--- src/rtl/srb_pkg.sv ---
package srb_pkg;
  localparam int DATA_W = 8;
  localparam int OP_W   = 4;
  localparam int IDX_W  = $clog2(DATA_W);
  localparam int NIB_W  = DATA_W / 2;

  // flag byte positions
  localparam int FLG_S = 7;
  localparam int FLG_Z = 6;
  localparam int FLG_Y = 5;
  localparam int FLG_H = 4;
  localparam int FLG_X = 3;
  localparam int FLG_P = 2;
  localparam int FLG_N = 1;
  localparam int FLG_C = 0;

  // operation codes
  localparam logic [OP_W-1:0] OP_RR_CARRY = 4'd1;
  localparam logic [OP_W-1:0] OP_SHL_SET  = 4'd2;
  localparam logic [OP_W-1:0] OP_ACC_ROR  = 4'd3;
  localparam logic [OP_W-1:0] OP_BIT_TEST = 4'd4;
  localparam logic [OP_W-1:0] OP_BIT_SET  = 4'd5;
  localparam logic [OP_W-1:0] OP_NIB_ROT  = 4'd6;

  typedef struct packed {
    logic rrCarry;
    logic shlSet;
    logic accRor;
    logic bitTest;
    logic bitSet;
    logic nibRot;
  } strobe_t;

  // flags built from a result value, carry supplied by the caller
  function automatic logic [7:0] valueFlags(input logic [DATA_W-1:0] v, input logic c);
    logic [7:0] f;
    f        = '0;
    f[FLG_S] = v[DATA_W-1];
    f[FLG_Z] = (v == '0);
    f[FLG_Y] = v[5];
    f[FLG_X] = v[3];
    f[FLG_P] = ~(^v);
    f[FLG_C] = c;
    return f;
  endfunction
endpackage

--- src/rtl/srb_ctrl.sv ---
module srb_ctrl
  import srb_pkg::*;
(
  input  logic [OP_W-1:0] opCode,
  output strobe_t         strobe
);
  always_comb begin
    strobe = '0;
    case (opCode)
      OP_RR_CARRY: strobe.rrCarry = 1'b1;
      OP_SHL_SET:  strobe.shlSet  = 1'b1;
      OP_ACC_ROR:  strobe.accRor  = 1'b1;
      OP_BIT_TEST: strobe.bitTest = 1'b1;
      OP_BIT_SET:  strobe.bitSet  = 1'b1;
      OP_NIB_ROT:  strobe.nibRot  = 1'b1;
      default:     strobe = '0;
    endcase
  end

  always_comb begin
    AST_STROBE_ONEHOT: assert ($onehot0(strobe));
  end
endmodule

--- src/rtl/srb_datapath.sv ---
module srb_datapath
  import srb_pkg::*;
(
  input  strobe_t           strobe,
  input  logic [DATA_W-1:0] operand,
  input  logic [DATA_W-1:0] accIn,
  input  logic [IDX_W-1:0]  bitIdx,
  input  logic [7:0]        flagsIn,
  output logic [DATA_W-1:0] result,
  output logic [DATA_W-1:0] accOut,
  output logic [7:0]        flagsOut
);
  logic [DATA_W-1:0] bitMask;
  logic [DATA_W-1:0] work;
  logic              selBit;

  genvar gi;
  generate
    for (gi = 0; gi < DATA_W; gi++) begin : g_mask
      assign bitMask[gi] = (bitIdx == IDX_W'(gi));
    end
  endgenerate

  assign selBit = |(operand & bitMask);

  always_comb begin
    result   = operand;
    accOut   = accIn;
    flagsOut = flagsIn;
    work     = '0;
    if (strobe.rrCarry) begin
      work     = {flagsIn[FLG_C], operand[DATA_W-1:1]};
      result   = work;
      flagsOut = valueFlags(work, operand[0]);
    end else if (strobe.shlSet) begin
      work     = {operand[DATA_W-2:0], 1'b1};
      result   = work;
      flagsOut = valueFlags(work, operand[DATA_W-1]);
    end else if (strobe.accRor) begin
      work            = {accIn[0], accIn[DATA_W-1:1]};
      result          = work;
      accOut          = work;
      flagsOut[FLG_C] = accIn[0];
      flagsOut[FLG_H] = 1'b0;
      flagsOut[FLG_N] = 1'b0;
      flagsOut[FLG_X] = work[3];
      flagsOut[FLG_Y] = work[5];
    end else if (strobe.bitTest) begin
      flagsOut[FLG_Z] = ~selBit;
      flagsOut[FLG_P] = ~selBit;
      flagsOut[FLG_H] = 1'b1;
      flagsOut[FLG_N] = 1'b0;
      flagsOut[FLG_S] = selBit & bitMask[DATA_W-1];
    end else if (strobe.bitSet) begin
      result = operand | bitMask;
    end else if (strobe.nibRot) begin
      work     = {accIn[DATA_W-1:NIB_W], operand[DATA_W-1:NIB_W]};
      accOut   = work;
      result   = {operand[NIB_W-1:0], accIn[NIB_W-1:0]};
      flagsOut = valueFlags(work, flagsIn[FLG_C]);
    end
  end

  always_comb begin
    if (strobe.bitSet) begin
      AST_BITSET_ONE: assert ((result & bitMask) == bitMask);
    end
    if (strobe.bitTest) begin
      AST_BITTEST_PZ: assert (flagsOut[FLG_P] == flagsOut[FLG_Z]);
    end
    if (strobe.shlSet) begin
      AST_SHL_NONZERO: assert (!flagsOut[FLG_Z] && result[0]);
    end
    if (strobe.nibRot) begin
      AST_NIB_CARRY: assert (flagsOut[FLG_C] == flagsIn[FLG_C]);
    end
    if (strobe == '0) begin
      AST_PASS_THRU: assert (result == operand && flagsOut == flagsIn);
    end
  end
endmodule

--- src/rtl/srb_unit.sv ---
module srb_unit
  import srb_pkg::*;
(
  input  logic [3:0] opCode,
  input  logic [7:0] operand,
  input  logic [7:0] accIn,
  input  logic [2:0] bitIdx,
  input  logic [7:0] flagsIn,
  output logic [7:0] result,
  output logic [7:0] accOut,
  output logic [7:0] flagsOut
);
  strobe_t strobe;

  srb_ctrl u_ctrl (
    .opCode (opCode),
    .strobe (strobe)
  );

  srb_datapath u_dp (
    .strobe   (strobe),
    .operand  (operand),
    .accIn    (accIn),
    .bitIdx   (bitIdx),
    .flagsIn  (flagsIn),
    .result   (result),
    .accOut   (accOut),
    .flagsOut (flagsOut)
  );
endmodule

--- config.mk ---
export PLATFORM = sky130hd
export DESIGN_NAME = srb_unit
export DESIGN_NICKNAME = d
export VERILOG_FILES = /design/src/rtl/srb_pkg.sv /design/src/rtl/srb_ctrl.sv /design/src/rtl/srb_datapath.sv /design/src/rtl/srb_unit.sv
export SDC_FILE = /design/constraint.sdc
export NUM_CORES = 1
export LEC_CHECK = 0
export BUFFER_PORTS_ARGS = -buffer_cell sky130_fd_sc_hd__buf_4
export CELL_PAD_IN_SITES_DETAIL_PLACEMENT = 2
export CELL_PAD_IN_SITES_GLOBAL_PLACEMENT = 2
export CORE_MARGIN = 1.5
export CORE_UTILIZATION = 24
export DETAILED_ROUTE_END_ITERATION = 6
export PLACE_DENSITY_LB_ADDON = 0.1
export SLEW_MARGIN = 40
export SYNTH_ARGS = -nofsm -noshare
export SYNTH_HDL_FRONTEND = slang
export SYNTH_SLANG_ARGS = --single-unit
--- constraint.sdc ---
create_clock -name vclk -period 1.25
set_input_delay 0 -clock vclk [all_inputs]
set_output_delay 0 -clock vclk [all_outputs]
set_load 0.02 [all_outputs]
==> flow_summary.ini, run 1 <==
[logic_synthesis]
synth.largest_area_cell = ha_1
syn-num-nets = 257
synth_commonest_cells = inv_1, o21ai_0, nand2_1
netlist_instances = 218
synth_top_area_share_pct = 7.04
synth_cell_types = 68
yosysWarnings = 0
synth_area_um2 = 1420
synth.avg_cell_area_um2 = 6.52
synth.most_common_cell = inv_1
synthTopCellsByArea = ha_1, o21ai_0, inv_1, mux2i_1, nand2_1
yosysSeqAreaShare_pct = 0

[grt]
antenna_found_initial = 0
grt_max_degree = 14

[placement]
port_buffers = 55
dp_slack_ns = -0.307
gp_congestion = 0.890
dpl.hpwl_um = 7090
placed_cell_area_um2 = 2440

[timing]
grt-worst-endpoint = flagsOut[2]
worst_endpoint_kind = top-level output

[status]
outcome = stopped before the end
haltStage = global routing
first-error = [ERROR DPL-0033] detailed placement checks failed during check placement.

[die]
num_io_pins = 55
initial_core_util_pct = 25.3
fp-row-count = 27
fp.dieH_um = 80.0
fp.dieW_um = 80.0

[clock_tree]
cts_hold_buffers = 0
==> kinds of logic after synthesis <==
logic type | after synthesis | share of synthesized area [%]
multiplexers | 7 | 5.28
AND/OR/NAND/NOR | 63 | 25.0
XOR/XNOR | 7 | 5.28
AO/OA/AOI/OAI | 91 | 44.5
buffers and inverters | 42 | 12.9
adder cells (fa/ha/maj) | 8 | 7.04
==> per-stage QoR <==
stage	instances	hold WS (ns)	TNS, ns
after CTS	405	0.364	-0.576
after floorplan	218	0.166	-0.0368
after detailed placement	397	0.362	-1.85
after global placement	397	0.350	-1.32
==> what timing repair did <==
item,in CTS
buffers inserted,8
resized for setup,56
setup endpoints to repair,16
pin swaps,19
==> run 2: changes to the inputs <==
--- a/config.mk
+++ b/config.mk
@@ -6,12 +6,10 @@
 export NUM_CORES = 1
 export LEC_CHECK = 0
 export BUFFER_PORTS_ARGS = -buffer_cell sky130_fd_sc_hd__buf_4
-export CELL_PAD_IN_SITES_DETAIL_PLACEMENT = 2
-export CELL_PAD_IN_SITES_GLOBAL_PLACEMENT = 2
-export CORE_MARGIN = 1.5
-export CORE_UTILIZATION = 24
+export CORE_AREA = 2 2 63 65
 export DETAILED_ROUTE_END_ITERATION = 6
-export PLACE_DENSITY_LB_ADDON = 0.1
+export DIE_AREA = 0 0 65 67
+export PLACE_DENSITY_LB_ADDON = 0.15
 export SLEW_MARGIN = 40
 export SYNTH_ARGS = -nofsm -noshare
 export SYNTH_HDL_FRONTEND = slang
==> constraint.sdc (replaced) <==
create_clock -name vclk -period 1.6
set_input_delay 0 -clock vclk [all_inputs]
set_output_delay 0 -clock vclk [all_outputs]
set_load 0.02 [all_outputs]
==> run 2 against run 1 <==
  * The run now ends clean
  * Area after synthesis unchanged
  * Synthesized cell count unchanged
==> flow_summary.ini, run 2 <==
[clock_tree]
cts_hold_buffers = 0
post_cts_buffers = 0
cts_resized = 0

[worst_setup_path]
crit_path_end_kind = output port
crit_type = input port to output port
crit_path_start_kind = input port
worstPathArrival_ns = 1.53
crit_fanout = 12
cp.required_ns = 1.60

[job]
drv_cap = 0

[logic_synthesis]
synthMuxAreaShare_pct = 5.28
synth_top_family_by_area = compound AO/OA/AOI/OAI gates
synth_cell_types = 68
synth_commonest_cells = inv_1, o21ai_0, nand2_1
synth.avg_cell_area_um2 = 6.52
yosysSeqAreaShare_pct = 0
synth.most_common_cell = inv_1
synth_adder_area_share_pct = 7.04
syn-num-nets = 257
post_synth_and_or_nand_nor_area_fraction_pct = 25.0
synth_compound_area_share_pct = 44.5
yosysWarnings = 0
netlist_instances = 218
synth_area_um2 = 1420
synth_xor_area_share_pct = 5.28
synth.largest_area_cell = ha_1
synth_top_area_share_pct = 7.04
synthTopCellsByArea = ha_1, o21ai_0, inv_1, mux2i_1, nand2_1

[grt]
antenna_found_initial = 0
grt_pass1_vias = 1860
grt_overflow = 0
grt_usage_pct = 26.8
grt_max_degree = 25
grt_pass1_wl_um = 9190

[layout]
register_area_um2 = 0
post_route_cells_drive_above_1_share_pct = 33.6
final_common_cell = buf_4
clockBufferCount = 0
area_delta_synth_final_pct = 43.8
layout_common_cells = buf_4, inv_1, o21ai_0
layout.nets = 324
antenna_cells = 0
seq_cells = 0

[die]
fp-row-count = 22
fp.dieW_um = 65
design.core.area_um2 = 3610
fp.dieH_um = 67
num_io_pins = 55
initial_core_util_pct = 39.4
die_area_um2 = 4360

[placement]
dpl.hpwl_um = 4630
gp_congestion = 0.966
port_buffers = 55

[drt]
initialDrtViolationCount = 179
post_drt_wl_per_cell_um = 17.4
avgViaCountPerCell = 6.07
antenna_left = 0
wl_um = 5750
dr.pass1.iters = 6
drc = 0
vias = 2009

[worst_hold_path]
hold_class = input port to output port

[power_and_ir_drop]
vdd_drop_max_v = 0.000176
leakagePower_nw = 0.942
p_per_area_nw_per_um2 = 343

[timing]
timing.final.crit_share_pct = 95.9
relSlewSlack_pct = 70.4
final-hold-violation-count = 0
rsz0062_at_grt = no
slew_violations = 0
tightest_slew_ns = 0.438
setup_viol = 0
fmaxAchievable_mhz = 652
finalSetupTns_ns = 0
min_period_ns = 1.53
holdWs_ns = 0.339

[status]
outcome = complete, no violations
-- run 2: cell counts after synthesis --
Identical to the previous run, type by type.
-- run 2: area by class of cell --
class	instances	area, µm²
inverters	20	75.1
well taps	48	60.1
multi-input cells	176	1240
repair buffers	87	666
fillers	376	1560
-- run 2: final timing paths --
path  startpoint     endpoint  cells after the start
min     accIn[6]    accOut[5]                      4
max    bitIdx[1]  flagsOut[2]                      6
-- run 2: logic make-up (layout without fill, tap and decap cells) --
kind of cell,after synthesis,count (layout)
AO/OA/AOI/OAI,91,91
XOR/XNOR,7,7
adder cells (fa/ha/maj),8,8
buffers and inverters,42,107
multiplexers,7,7
AND/OR/NAND/NOR,63,63
-- run 2: routing by layer --
metal | wire length [µm] | part of all wire [%] | track usage, %
met2 | 2790 | 49 | 47.7
met3 | 444 | 7.7 | 1.18
met4 | 55 | 0.96 | 4.79
met5 | 0 | 0 | 0
met1 | 2460 | 43 | 36.0
-- run 2: report_power, final --
part,switching [mW],internal (mW),total (mW)
sequential,0,0,0
combinational,0.374,0.326,0.700
clock,0,0,0
-- run 2: per-stage QoR --
| stage | setup slack, ns | total power, mW | instance area [µm²] | utilization [%] | instances |
|---|---|---|---|---|---|
| after floorplan | 0.254 | 0.400 | 1420 | - | 218 |
| after global placement | 0.0784 | 0.691 | 2040 | 56.5 | 331 |
| after detailed placement | 0.0783 | 0.689 | 2040 | 56.5 | 331 |
| after CTS | 0.0729 | 0.692 | 2040 | 56.5 | 331 |
| after global routing | 0.00285 | 0.754 | 2040 | 56.7 | 331 |
| final | 0.0655 | 0.700 | 2040 | 56.7 | 331 |
-- run 2: critical path, stage by stage --
cell	delay, ns
buf_4	0.16
mux2_4	0.31
a22o_1	0.26
a2111oi_4	0.45
o32a_1	0.22
buf_4	0.13
Power figures use the tool's default switching activity.
==> run 3: changes to the inputs <==
--- a/config.mk
+++ b/config.mk
@@ -5,7 +5,7 @@
 export SDC_FILE = /design/constraint.sdc
 export NUM_CORES = 1
 export LEC_CHECK = 0
-export BUFFER_PORTS_ARGS = -buffer_cell sky130_fd_sc_hd__buf_4
+export BUFFER_PORTS_ARGS = -buffer_cell sky130_fd_sc_hd__buf_2
 export CORE_AREA = 2 2 63 65
 export DETAILED_ROUTE_END_ITERATION = 6
 export DIE_AREA = 0 0 65 67
==> run 3 against run 2 <==
  * Wire length is 1.2% higher
  * Fmax is 4.5% lower
  * Largest power group unchanged
  * Highest routed layer unchanged
  * Combinational power decreased by 3.7%
  * The run now ends with negative setup slack left
  * Global-route usage is 0.36 points lower
==> flow_summary.ini, run 3 (same netlist as run 2, synthesis figures left out) <==
[drt]
post_drt_wl_per_cell_um = 17.2
avgViaCountPerCell = 6.07
vias = 2051
wl_um = 5820
dr.pass1.iters = 5
drc = 0
initialDrtViolationCount = 293
antenna_left = 0

[die]
initial_core_util_pct = 39.4
design.core.area_um2 = 3610
num_io_pins = 55
die_area_um2 = 4360
fp.dieW_um = 65
fp.dieH_um = 67
fp-row-count = 22

[worst_setup_path]
crit_path_start_kind = input port
crit_fanout = 7
crit_path_end_kind = output port
worstPathArrival_ns = 1.61
cp.required_ns = 1.60
crit_type = input port to output port

[layout]
layout.nets = 331
final_common_cell = buf_2
clockBufferCount = 0
layout_common_cells = buf_2, buf_4, o21ai_0
seq_cells = 0
stdcell_area_um2 = 2000
post_route_cells_drive_above_1_share_pct = 36.2
register_area_um2 = 0
final_cells = 338
antenna_cells = 0
area_delta_synth_final_pct = 40.8

[power_and_ir_drop]
vdd_drop_max_v = 0.000147
leakagePower_nw = 0.940
p_per_area_nw_per_um2 = 337

[status]
outcome = finished, violations left
violations = negative setup slack

[timing]
min_period_ns = 1.61
holdWs_ns = 0.350
rsz0062_at_grt = no
timing.final.crit_share_pct = 100
relSlewSlack_pct = 68.8
final-hold-violation-count = 0
tightest_slew_ns = 0.457
setup_viol = 1
setup_slack_ns = -0.00756
slew_violations = 0
fmaxAchievable_mhz = 622

[clock_tree]
cts_hold_buffers = 0

[placement]
port_buffers = 55
dp.cells = 336
placed_cell_area_um2 = 1950
dpl.hpwl_um = 4680
gp_congestion = 0.998
dp_slack_ns = 0.0105

[grt]
grt_pass1_vias = 1841
grt_max_degree = 22
antenna_found_initial = 0
grt_pass1_wl_um = 9020
grt_usage_pct = 26.4
grt_overflow = 0

[worst_hold_path]
min_from = flagsIn[1]
whs_path_depth = 3
hold_end = flagsOut[1]
hold_class = input port to output port

[job]
drv_cap = 0
run 3: final cells by class:
cell class | count | area (µm²)
Fill cell | 373 | 1610
Multi-Input combinational cell | 176 | 1250
Timing Repair Buffer | 94 | 613
Inverter | 20 | 75.1
Tap cell | 48 | 60.1
run 3: metal layers:
layer,up-vias,track usage (%),part of all wire [%]
li1,972,-,-
met1,941,36.8,42
met2,123,43.4,45
met5,-,0,0
met4,0,8.51,2.4
met3,15,1.35,11
run 3: per-stage QoR:
stage | util (%) | power [mW] | TNS (ns)
finish | 55.5 | 0.674 | -0.00756
global route | 55.5 | 0.726 | 0
CTS | 54.1 | 0.651 | 0
detailed placement | 54.1 | 0.648 | 0
global placement | 54.1 | 0.653 | 0
floorplan | - | 0.400 | 0
run 3: what timing repair did:
item | in CTS | in global routing
gates resized for setup | 0 | 13
setup buffers | 0 | 2
endpoints found under the setup margin | 0 | 2
run 3: worst max-delay path by stage:
stage	from	endpoint	slack (ns)	cells after the start
floorplan	opCode[1]	flagsOut[7]	0.25	6
global placement	opCode[3]	result[1]	0.06	6
detailed placement	opCode[1]	flagsOut[7]	0.01	7
CTS	opCode[1]	flagsOut[7]	0.007	7
global route	opCode[1]	flagsOut[7]	0.005	7
finish	opCode[1]	flagsOut[7]	-0.008	7
run 3: critical path, stage by stage:
cell and delay, ns:
clkbuf_4 0.17, nand4b_1 0.29, a2111oi_0 0.54, buf_4 0.19, o22ai_1 0.07, o21ai_1 0.16, buf_2 0.19
run 3: report_power, final:
group          internal [mW]  switching (mW)
clock                      0               0
sequential                 0               0
combinational          0.295           0.378
==> run 4: changes to the inputs <==
--- a/config.mk
+++ b/config.mk
@@ -5,6 +5,7 @@
 export SDC_FILE = /design/constraint.sdc
 export NUM_CORES = 1
 export LEC_CHECK = 0
+export ABC_AREA = 1
 export BUFFER_PORTS_ARGS = -buffer_cell sky130_fd_sc_hd__buf_2
 export CORE_AREA = 2 2 63 65
 export DETAILED_ROUTE_END_ITERATION = 6
==> run 4 against run 3 <==
  * The flow now finishes without violations
  * Critical path depth is 3 higher
  * Via count is 15% lower
  * Critical path type unchanged
  * Worst setup slack better by 0.20 ns
  * Global-route usage is 5.8 points lower
  * Critical endpoint is now flagsOut[2]
  * Worst hold slack worse by 0.027 ns
==> flow_summary.ini, run 4 <==
[logic_synthesis]
synthTopCellsByArea = nand2_1, inv_1, ha_1, nand3_1, nand4_1
synth.most_common_cell = nand2_1
yosysWarnings = 0
syn-num-nets = 292
synth.largest_area_cell = nand2_1
synth_top_area_share_pct = 26.5
yosysSeqAreaShare_pct = 0
synth_cell_types = 26
synth.avg_cell_area_um2 = 5.03
synth_commonest_cells = nand2_1, inv_1, nand3_1
synth_area_um2 = 1270
netlist_instances = 253

[timing]
final-hold-violation-count = 0
relSlewSlack_pct = 74.1
setup_slack_ns = 0.191
rsz0062_at_grt = no
fmaxAchievable_mhz = 710
tightest_slew_ns = 0.387
min_period_ns = 1.41
finalSetupTns_ns = 0
holdWs_ns = 0.323
setup_viol = 0
slew_violations = 0
timing.final.crit_share_pct = 88.0

[die]
design.core.area_um2 = 3610
die_area_um2 = 4360
fp.dieH_um = 67
fp-row-count = 22
num_io_pins = 55
fp.dieW_um = 65
initial_core_util_pct = 35.3

[layout]
antenna_cells = 0
clockBufferCount = 0
register_area_um2 = 0
layout_common_cells = nand2_1, buf_2, inv_1
num-fill-cells = 444
final_common_cell = nand2_1
multi_input_area_um2 = 1060
post_route_cells_drive_above_1_share_pct = 25.4
stdcell_area_um2 = 1580
seq_cells = 0
area_delta_synth_final_pct = 23.9
final_cells = 351
fin_util_pct = 43.8
layout.nets = 344

[worst_hold_path]
min_from = flagsIn[1]
hold_end = flagsOut[1]
hold_class = input port to output port
whs_path_depth = 4

[worst_setup_path]
crit_path_end_kind = output port
worstPathArrival_ns = 1.41
cp.required_ns = 1.60
crit_path_start_kind = input port
crit_fanout = 6
crit_type = input port to output port

[drt]
dr.pass1.iters = 4
post_drt_wl_per_cell_um = 12.7
vias = 1746
drc = 0
wl_um = 4470
antenna_left = 0
avgViaCountPerCell = 4.97
initialDrtViolationCount = 129

[grt]
grt_pass1_vias = 1445
grt_max_degree = 18
antenna_found_initial = 0
grt_overflow = 0
grt_usage_pct = 20.7
grt_pass1_wl_um = 7170

[placement]
dpl.hpwl_um = 3600
placed_cell_area_um2 = 1580
port_buffers = 55
gp_congestion = 0.866
dp_slack_ns = 0.206
dp.cells = 351

[power_and_ir_drop]
finalPower_mw = 0.490
leakagePower_nw = 0.906
p_per_area_nw_per_um2 = 311
vdd_drop_max_v = 0.000121

[status]
outcome = complete, no violations

[job]
drv_cap = 0

[clock_tree]
post_cts_buffers = 0
cts_resized = 0
cts_hold_buffers = 0
==> run 4: where the power goes <==
part	internal [mW]	switching (mW)	total (mW)
clock network	0	0	0
registers	0	0	0
logic	0.172	0.318	0.490
==> run 4: layout make-up <==
| class | count | share of cell area, % |
|---|---|---|
| timing repair buffer | 61 | 20.3 |
| tap | 48 | 3.81 |
| multi-input combinational | 206 | 67.3 |
| inverter | 36 | 8.56 |
==> run 4: how the worst max path moves through the flow <==
| stage | from | to | slack, ns | cells past startpoint |
|---|---|---|---|---|
| after global routing | operand[6] | flagsOut[2] | 0.04 | 11 |
| after global placement | operand[6] | flagsOut[2] | 0.23 | 10 |
| final | operand[4] | flagsOut[2] | 0.19 | 10 |
| after floorplan | opCode[1] | accOut[0] | 0.45 | 6 |
| after detailed placement | operand[4] | flagsOut[2] | 0.21 | 10 |
| after CTS | operand[4] | flagsOut[2] | 0.20 | 10 |
==> run 4: layer usage <==
metal / global-route usage [%] / wire, µm / vias up
met4: 0 / 0 / 0
li1: - / - / 922
met3: 0.169 / 250 / 0
met2: 35.2 / 1900 / 51
met1: 30.8 / 2320 / 773
met5: 0 / 0 / -
==> run 4: critical path, stage by stage <==
cell	delay, ns
buf_2	0.11
inv_1	0.20
ha_1	0.29
xnor2_1	0.27
nor2_1	0.08
o21ai_0	0.15
inv_1	0.05
nand2_1	0.06
nand2_1	0.04
buf_2	0.15
==> run 4: logic make-up (layout without fill, tap and decap cells) <==
logic type                 Yosys count  in the layout  share of synthesized area (%)
buffers and inverters               47             97                           16.6
adders and majority gates            8              8                           7.86
xor gates and xnor gates             5              5                           3.44
AOI/OAI and AO/OA                   43             43                           19.0
and+or+nand+nor                    150            150                           53.1
